## config.mk

```make
export PLATFORM = sky130hd
export DESIGN_NAME = hc_track_seq
export DESIGN_NICKNAME = d
export VERILOG_FILES = /design/src/rtl/hc_pkg.sv /design/src/rtl/hc_phase_seq.sv /design/src/rtl/hc_sample_store.sv /design/src/rtl/hc_step_ctl.sv /design/src/rtl/hc_track_seq.sv
export SDC_FILE = /design/constraint.sdc
export NUM_CORES = 1
export LEC_CHECK = 0
export CAP_MARGIN = 20
export CORE_MARGIN = 3
export CORE_UTILIZATION = 42
export DETAILED_ROUTE_END_ITERATION = 8
export PLACE_DENSITY = 0.68
export SYNTH_ARGS = -nofsm -noshare
export SYNTH_HDL_FRONTEND = slang
export SYNTH_HIERARCHICAL = 1
export SYNTH_SLANG_ARGS = --single-unit
```

## constraint.sdc

```tcl
create_clock -name clk -period 2.9 [get_ports clk]
set_input_delay 0.87 -clock clk [delete_from_list [all_inputs] [get_ports clk]]
set_output_delay 0.87 -clock clk [all_outputs]
set_load 0.02 [all_outputs]
```

## src/rtl/hc_pkg.sv

```systemverilog
package hc_pkg;
  typedef enum logic [1:0] {
    PH_NORM  = 2'd0,
    PH_SENSE = 2'd1,
    PH_EVAL  = 2'd2
  } phase_e;
endpackage

```

## src/rtl/hc_phase_seq.sv

```systemverilog
module hc_phase_seq
  import hc_pkg::*;
#(
  parameter int PH_W = 8
) (
  input  logic            clk,
  input  logic            rst_n,
  input  logic [PH_W-1:0] norm_len,
  input  logic [PH_W-1:0] sense_len,
  input  logic [PH_W-1:0] eval_len,
  input  logic            got,
  input  logic            take,
  output phase_e          phase,
  output logic            eval_first
);
  localparam logic [PH_W-1:0] CNT_TOP = {PH_W{1'b1}};

  phase_e          ph_q, ph_d;
  logic [PH_W-1:0] cnt, lim;
  logic            adv;

  function automatic logic [PH_W-1:0] last_idx(input logic [PH_W-1:0] len);
    return (len == '0) ? '0 : len - 1'b1;
  endfunction

  always_comb begin
    unique case (ph_q)
      PH_NORM:  lim = last_idx(norm_len);
      PH_SENSE: lim = last_idx(sense_len);
      default:  lim = last_idx(eval_len);
    endcase
  end

  always_comb begin
    unique case (ph_q)
      PH_NORM:  ph_d = PH_SENSE;
      PH_SENSE: ph_d = PH_EVAL;
      default:  ph_d = PH_NORM;
    endcase
  end

  // sensing may only end once the period's sample is in
  assign adv = (cnt >= lim) && ((ph_q != PH_SENSE) || got || take);

  always_ff @(posedge clk or negedge rst_n) begin
    if (!rst_n) begin
      ph_q <= PH_NORM;
      cnt  <= '0;
    end else if (adv) begin
      ph_q <= ph_d;
      cnt  <= '0;
    end else if (cnt != CNT_TOP) begin
      cnt <= cnt + 1'b1;
    end
  end

  assign phase      = ph_q;
  assign eval_first = (ph_q == PH_EVAL) && (cnt == '0);

  a_r2_phase_order: assert property (@(posedge clk) disable iff (!rst_n)
    (ph_q != $past(ph_q)) |->
      ((ph_q == PH_SENSE && $past(ph_q) == PH_NORM) ||
       (ph_q == PH_EVAL  && $past(ph_q) == PH_SENSE) ||
       (ph_q == PH_NORM  && $past(ph_q) == PH_EVAL)));

  a_r5_sense_holds_for_sample: assert property (@(posedge clk) disable iff (!rst_n)
    ($past(ph_q) == PH_SENSE && ph_q == PH_EVAL) |-> $past(got || take));
endmodule

```

## src/rtl/hc_sample_store.sv

```systemverilog
module hc_sample_store #(
  parameter int SAMPLE_W = 10
) (
  input  logic                clk,
  input  logic                rst_n,
  input  logic                take,
  input  logic [SAMPLE_W-1:0] data,
  input  logic                swap,
  output logic                larger,
  output logic                got
);
  localparam int NSLOT = 2;

  logic [SAMPLE_W-1:0] slot [NSLOT];
  logic                sel;
  logic [SAMPLE_W-1:0] prev;

  // the slot not being written holds the previous period's sample
  assign prev = slot[~sel];

  for (genvar g = 0; g < NSLOT; g++) begin : g_slot
    always_ff @(posedge clk or negedge rst_n) begin
      if (!rst_n)
        slot[g] <= '0;
      else if (take && (sel == 1'(g)))
        slot[g] <= data;
    end
  end

  always_ff @(posedge clk or negedge rst_n) begin
    if (!rst_n) begin
      sel    <= 1'b0;
      got    <= 1'b0;
      larger <= 1'b0;
    end else begin
      if (take) begin
        larger <= (data > prev);
        got    <= 1'b1;
      end
      if (swap) begin
        sel <= ~sel;
        got <= 1'b0;
      end
    end
  end

  a_r4_one_take_per_period: assert property (@(posedge clk) disable iff (!rst_n)
    take |-> !got);

  a_r10_swap_rearms: assert property (@(posedge clk) disable iff (!rst_n)
    swap |=> !got);
endmodule

```

## src/rtl/hc_step_ctl.sv

```systemverilog
module hc_step_ctl #(
  parameter int CODE_W = 8
) (
  input  logic              clk,
  input  logic              rst_n,
  input  logic              upd,
  input  logic              larger,
  output logic [CODE_W-1:0] code,
  output logic              dir
);
  localparam logic [CODE_W-1:0] CODE_MAX = {CODE_W{1'b1}};
  localparam logic [CODE_W-1:0] CODE_MID = {1'b1, {(CODE_W-1){1'b0}}};

  logic base;
  logic nd;

  assign nd = ~(larger ^ dir);

  always_ff @(posedge clk or negedge rst_n) begin
    if (!rst_n) begin
      code <= CODE_MID;
      dir  <= 1'b1;
      base <= 1'b0;
    end else if (upd) begin
      base <= 1'b1;
      if (base) begin
        dir <= nd;
        if (nd) begin
          if (code != CODE_MAX) code <= code + 1'b1;
        end else begin
          if (code != '0) code <= code - 1'b1;
        end
      end
    end
  end

  a_r8_quiet_between_updates: assert property (@(posedge clk) disable iff (!rst_n)
    !upd |=> ($stable(code) && $stable(dir)));

  a_r8_single_step: assert property (@(posedge clk) disable iff (!rst_n)
    (code == $past(code)) || (code == $past(code) + 1'b1) || (code == $past(code) - 1'b1));

  a_r9_no_wrap: assert property (@(posedge clk) disable iff (!rst_n)
    !(($past(code) == CODE_MAX && code == '0) || ($past(code) == '0 && code == CODE_MAX)));

  a_r6_baseline_no_move: assert property (@(posedge clk) disable iff (!rst_n)
    (upd && !base) |=> (code == CODE_MID && dir));
endmodule

```

## src/rtl/hc_track_seq.sv

```systemverilog
module hc_track_seq
  import hc_pkg::*;
#(
  parameter int CODE_W   = 8,
  parameter int SAMPLE_W = 10,
  parameter int PH_W     = 8
) (
  input  logic                clk,
  input  logic                rst_n,
  input  logic [PH_W-1:0]     norm_len,
  input  logic [PH_W-1:0]     sense_len,
  input  logic [PH_W-1:0]     eval_len,
  input  logic                smp_valid,
  input  logic [SAMPLE_W-1:0] smp_data,
  output logic                smp_ready,
  output logic                sense_en,
  output logic [CODE_W-1:0]   freq_code,
  output logic                climb_up
);
  phase_e phase;
  logic   eval_first, got, take, larger;

  assign sense_en  = (phase == PH_SENSE);
  assign smp_ready = sense_en && !got;
  assign take      = smp_valid && smp_ready;

  hc_phase_seq #(.PH_W(PH_W)) u_seq (
    .clk        (clk),
    .rst_n      (rst_n),
    .norm_len   (norm_len),
    .sense_len  (sense_len),
    .eval_len   (eval_len),
    .got        (got),
    .take       (take),
    .phase      (phase),
    .eval_first (eval_first)
  );

  hc_sample_store #(.SAMPLE_W(SAMPLE_W)) u_store (
    .clk    (clk),
    .rst_n  (rst_n),
    .take   (take),
    .data   (smp_data),
    .swap   (eval_first),
    .larger (larger),
    .got    (got)
  );

  hc_step_ctl #(.CODE_W(CODE_W)) u_step (
    .clk    (clk),
    .rst_n  (rst_n),
    .upd    (eval_first),
    .larger (larger),
    .code   (freq_code),
    .dir    (climb_up)
  );

  a_r3_ready_needs_sensor: assert property (@(posedge clk) disable iff (!rst_n)
    smp_ready |-> sense_en);

  a_r3_sensor_off_in_eval: assert property (@(posedge clk) disable iff (!rst_n)
    eval_first |-> !sense_en);
endmodule

```

Word level (Yosys, flattened, before mapping):

Index checks and enable logic that the tools add are counted.

* flip-flop bits (word level): 43
* bits in latches: 0
* memory bits (writable): 0
* bits in read-only memories: 0
* input bits: 37
* output and inout port bits: 11
* logic and storage cells: 64
* memories kept: 0

* add/sub/neg operators: 6
* multipliers: 0
* divide/modulo/power cells: 0
* order comparisons: 3
* equal/unequal tests: 6
* shifts and indexed selects: 0
* mux-type cells: 15
* bitwise operators: 4
* reduce and logical (&&, ||, !) cells: 20

Operators with widths (count)
* two-way mux 8 bit: 8
* zero test 8 bit: 4
* subtractor 8 x 1 -> 8 bit, second input constant: 4
* two-way mux 10 bit: 3
* adder 8 x 1 -> 8 bit, second input constant: 2
* inequality test 8 bit, second input constant: 2
* case mux 8 bit (2 select lines): 1
* > comparator 10 bit: 1
* greater-or-equal comparator 8 bit: 1
* nonzero test 8 bit: 1
* logical AND 1 bit: 6
* nonzero test 2 bit: 3
* case mux 2 bit (2 select lines): 1
* AND reduction 4 bit: 1
* equality test 2 x 1 -> 1 bit, second input constant: 1
* equality test 2 bit, second input constant: 1
* greater-or-equal comparator 2 bit, second input constant: 1
* zero test 2 bit: 1
* logical OR 1 bit: 2
* two-way mux 1 bit: 2
* inequality test 2 x 1 -> 1 bit, second input constant: 1
* inequality test 2 bit, second input constant: 1
* inverter 1 bit: 2
* inverter 1 -> 2 bit: 1
* 3 further kinds: 3

Logic depth before layout (Yosys ltp):

* depth after elaboration: 6
* gate-level depth with buffers: 13
* gate-level depth less buffers: 13

Hierarchy:

The synthesis kept the hierarchy.

Modules (own cells, without submodules)
* hc_phase_seq: instances 1, cells each 173, area an instance 1313.8 µm², sequential area each 250.2 µm²
* hc_sample_store: instances 1, cells each 91, area an instance 1181.1 µm², sequential area each 575.6 µm²
* hc_step_ctl: instances 1, cells each 63, area an instance 689.4 µm², sequential area each 252.7 µm²
* hc_track_seq: instances 1, cells each 3, area an instance 28.8 µm², sequential area each 0.0 µm²

Worst setup path before layout:

Ideal clock, no wire load.

* path type: input-to-reg
* from: input port norm_len[0]
* to: register u_seq.ph_q[0] (netlist: u_seq/phase[0])
* setup time: 0.125 ns
* arrival time: 3.179 ns
* data required time: 2.775 ns
* slack: -0.404 ns
* cell stages on the path: 12
* path buffers: 0
* path through: inv_1 > ha_1 > nor3b_1 > a21o_1 > o22a_1 > o22ai_1 > ha_1 > nand2b_1 > a2111o_1 > a31oi_2 > a21oi_2 > mux2_4

* cells in the longest elaborated chain, start to end: 5
* elaborated cells on any way between the ends: 6
* classes of those cells: add/sub: 1; order compare: 1; mux: 2; reduce/logical: 2

Ends and longest elaborated chain
* start: declaration: RTL line hc_track_seq.sv:10 `input logic [PH_W-1:0] norm_len,`
* subtractor 8 x 1 -> 8 bit or zero test 8 bit (tied branches): RTL line hc_phase_seq.sv:23 `return (len == '0) ? '0 : len - 1'b1;`
* two-way mux 8 bit (*): RTL line hc_phase_seq.sv:23
* case mux 8 bit (2 select lines) (*): RTL line hc_phase_seq.sv:27 `unique case (ph_q)`
* greater-or-equal comparator 8 bit (*): RTL line hc_phase_seq.sv:43 `assign adv = (cnt >= lim) && ((ph_q != PH_SENSE) || got || take);`
* logical AND 1 bit (*): RTL line hc_phase_seq.sv:43
* end signal: assignment: RTL line hc_phase_seq.sv:50 `ph_q <= ph_d;`
* end: declaration: RTL line hc_phase_seq.sv:18 `phase_e ph_q, ph_d;`

Mark *: on every way between the ends. The rest lies on a longest branch, timed or not.
A chain may end at the register's enable or synchronous reset.

Worst setup path after layout:

* from: input port norm_len[1]
* to: register u_seq.ph_q[0] (netlist: u_seq/phase[0])

The elaborated chain is that of the path after synthesis.

==> results.sh <==
export IMPL_status="complete, but fails checks"
export IMPL_violations="setup timing"
export IMPL_vias=2896
export IMPL_core_area_sq_um=7330
export IMPL_final_area_sq_um=4570
export IMPL_final_hold_viol_count=0
export IMPL_wl_per_cell_um=14.7
export IMPL_power_w=0.00356
export IMPL_worstSetupStartpointType="primary input"
export IMPL_timing_final_ws_setup_ns=-0.119
export IMPL_rsz0062_at_grt="yes"
export IMPL_pre_cts_ws_ns=-0.993
export IMPL_grt_pass1_vias=3012
export IMPL_vias_per_cell=5.38
export IMPL_max_clock_path_buffers=2
export IMPL_synth_xor_area_share_pct=6.23
export IMPL_antenna_violating_nets_post_route=0
export IMPL_rows=31
export IMPL_drtPass1Iterations=4
export IMPL_synth_fa_ha_area_share_pct=13.1
export IMPL_path_max_fanout=3
export IMPL_ys_ff_latch=43
export IMPL_dpl_instance_area_sq_um=4210
export IMPL_worst_path_max_delay_cell="a2111o_1"
export IMPL_yosys_cell_types_count=56
export IMPL_synth_area_per_cell_sq_um=9.74
export IMPL_maxCapViolations=0
export IMPL_diodes=0
export IMPL_synth_simple_gate_area_share_pct=18.0
export IMPL_max_slew_margin_pct=51.7
export IMPL_syn_to_final_growth_pct=42.1
export IMPL_cts_root_buf="clkbuf_8"
export IMPL_regToRegEndpoint="u_seq/phase[0]"
export IMPL_drt_iter0_drc=89
export IMPL_synth_warnings=6
export IMPL_reg2reg_slack_ns=0.26
export IMPL_reg2reg_from="u_seq/phase[0]"
export IMPL_die_w_um=93.5
export IMPL_cp_slowest_stage_delay_ns=0.45
export IMPL_die_area_sq_um=8740
export IMPL_insertion_delay_ns=0.29
export IMPL_nets=508
export IMPL_cp_end_kind="flip-flop"
export IMPL_synth_top_family_by_area="simple AND/OR/NAND/NOR gates"
export IMPL_cts_tree="done"
export IMPL_worst_endpoint_arrival_ns=3.20
export IMPL_gp_congestion=0.878
export IMPL_fin_skew_ns=0.00659
export IMPL_worstMarginPinSlew_ns=0.718
export IMPL_required_ns=3.08
export IMPL_syn_area_sq_um=3210
export IMPL_clock_fmax_mhz=331
export IMPL_io_buffer_count=47
export IMPL_synth_compound_area_share_pct=12.2
export IMPL_postSynthCellCount=330
export IMPL_final_util_pct=62.3
export IMPL_grt_antenna_before_repair=0
export IMPL_drt_wl_total_mm=7.88
export IMPL_register_area_sq_um=1080
export IMPL_ys_async_sr_fraction_pct=100
export IMPL_drive_gt1_share_pct=30.3
export IMPL_crit_buf_inv=3
export IMPL_multi_input_comb_area_sq_um=2250
export IMPL_crit_family="compound AO/OA/AOI/OAI gates"
export IMPL_cp_common_cell="o22a_1"
export IMPL_start_util_pct=43.8
export IMPL_p_leak_nw=2.07
export IMPL_drc=0
export IMPL_hold_end="u_store/slot[16]"
export IMPL_cts_buffers=5
export IMPL_reg2reg_depth=9
export IMPL_die_h_um=93.5
export IMPL_synth_edf_count=0
export IMPL_maxSlewViolCount=0
export IMPL_clk_pin_slew_ns=0.08
export IMPL_synthMuxAreaShare_pct=14.3
export IMPL_yosys_most_used_dff="dfrtp_1"
export IMPL_critPathKind="in -> reg"
export IMPL_seq_area_frac_synth_pct=33.6
export IMPL_path_cells="buf_12, inv_12, ha_4, nor3b_4, a21o_1, buf_6, o22a_1, o22a_1, ha_1, a2111o_1, a31oi_4, a21oi_4, mux2_4"
export IMPL_vdd_ir_drop_max_mv=0.289
export IMPL_cts_sinks=43
export IMPL_grt_usage_pct=18.8
export IMPL_min_path_type="reg -> reg"
export IMPL_final_setup_viol_count=10
export IMPL_syn_nets=400
export IMPL_fin_crit_sh_pct=104
export IMPL_min_from="u_store/slot[16]"
export IMPL_fillers=625
export IMPL_htreeDepth=2
export IMPL_io_pins=48
export IMPL_hold_depth=1
export IMPL_grt_pass1_wl_mm=13.3
export IMPL_grt_max_degree=26
export IMPL_grt_ovfl_total=0
export IMPL_dpl_hpwl_mm=5.99
export IMPL_post_route_min_period_ns=3.02
export IMPL_power_density_nw_per_um2=780
## metrics by stage
stage	cells	hold WS, ns	setup TNS [ns]
6_report	538	0.493	-0.330
5_1_grt	538	0.511	-0.880
4_1_cts	536	0.495	-0.153
3_5_place_dp	519	0.476	-9.33
3_3_place_gp	519	0.465	-9.01
2_1_floorplan	330	0.452	-0.896
## area by class of cell
cell class | count | share of cell area [%]
Clock inverter | 2 | 1.32
Tap cell | 99 | 2.71
Inverter | 16 | 1.81
Multi-Input combinational cell | 266 | 49.2
Sequential cell | 43 | 23.6
Clock buffer | 6 | 1.59
Timing Repair Buffer | 106 | 19.8
## synthesized netlist by cell type (5+ instances only)
| library cell | count | share of area (%) |
|---|---|---|
| mux2_2 | 8 | 2.8 |
| xor2_1 | 7 | 1.9 |
| nor3b_1 | 6 | 1.4 |
| dfrtp_1 | 41 | 32 |
| mux2i_1 | 14 | 4.4 |
| ha_1 | 32 | 12 |
| a211oi_1 | 5 | 1.2 |
| nand4_1 | 5 | 0.97 |
| nor3_1 | 12 | 1.9 |
| mux2_1 | 19 | 6.7 |
| nand2_1 | 31 | 3.6 |
| xnor2_1 | 14 | 3.8 |
| nor2_1 | 31 | 3.6 |
| inv_1 | 16 | 1.9 |
| a21oi_1 | 17 | 2.6 |
## worst reg2reg max path, stage by stage, from the launching register on
cell and delay [ns]:
dfrtp_1 0.53, a21o_1 0.25, buf_6 0.12, o22a_1 0.20, o22a_1 0.16, ha_1 0.27, a2111o_1 0.45, a31oi_4 0.19
a21oi_4 0.06, mux2_4 0.30
## routing by layer
layer  GRT usage [%]  routed length, um  vias to the layer above
met1            21.1               3270                     1390
met5               0                  0                        -
met2            35.3               4090                       74
met3            2.57                311                       16
met4            7.33                216                        0
li1                -                  -                     1416
## worst max-delay path by stage
stage / start / depth (start not counted) / endpoint
floorplan: norm_len[1] / 12 / u_seq/phase[0]
global placement: norm_len[1] / 13 / u_seq/phase[0]
detailed placement: norm_len[1] / 14 / u_seq/cnt[2]
CTS: norm_len[1] / 13 / u_seq/phase[0]
global route: eval_len[2] / 14 / u_seq/cnt[2]
finish: norm_len[1] / 13 / u_seq/phase[0]
## registers in the layout, summed over array words and instances (netlist names)
| signal | cells |
|---|---|
| u_store/slot | 20 |
| u_seq/cnt | 8 |
| u_step/code | 8 |
| u_seq/phase | 2 |
| u_step/base | 1 |
| u_step/dir | 1 |
| u_store/got | 1 |
| u_store/larger | 1 |
| u_store/sel | 1 |
## cell families (layout without fill, tap and decap cells)
kind of cell,after synthesis,in the layout
xor gates and xnor gates,22,22
buffers and inverters,21,130
AOI/OAI and AO/OA,55,55
DFF,43,43
and+or+nand+nor,114,114
adders and majority gates,33,33
muxes,42,42
## power breakdown
| group | internal, W | switching [W] | leakage [nW] | total [W] |
|---|---|---|---|---|
| combinational | 0.000975 | 0.000949 | 1.46 | 0.00192 |
| clock | 0.000344 | 0.000207 | 0.0654 | 0.000552 |
| sequential | 0.000827 | 0.000262 | 0.549 | 0.00109 |
| total | 0.00215 | 0.00142 | 2.07 | 0.00356 |
## timing repair
item / in CTS / in global routing
hold buffers: 0 / 0
resized for setup: 90 / 16
pin swaps: 18 / 8
setup buffers: 9 / 2
setup endpoints to repair: 10 / 10
## layout by cell type (no fill, tap or decap), types with 6 or more instances in the layout
master / instances
a21oi_1: 17
buf_2: 6
buf_4: 56
clkdlybuf4s50_1: 22
dfrtp_1: 41
dlygate4sd2_1: 9
ha_1: 28
inv_1: 10
mux2_1: 19
mux2_2: 8
mux2i_1: 14
nand2_1: 27
nor2_1: 30
nor3_1: 7
xnor2_1: 13
xor2_1: 7
(Power assumes the default switching activity.)
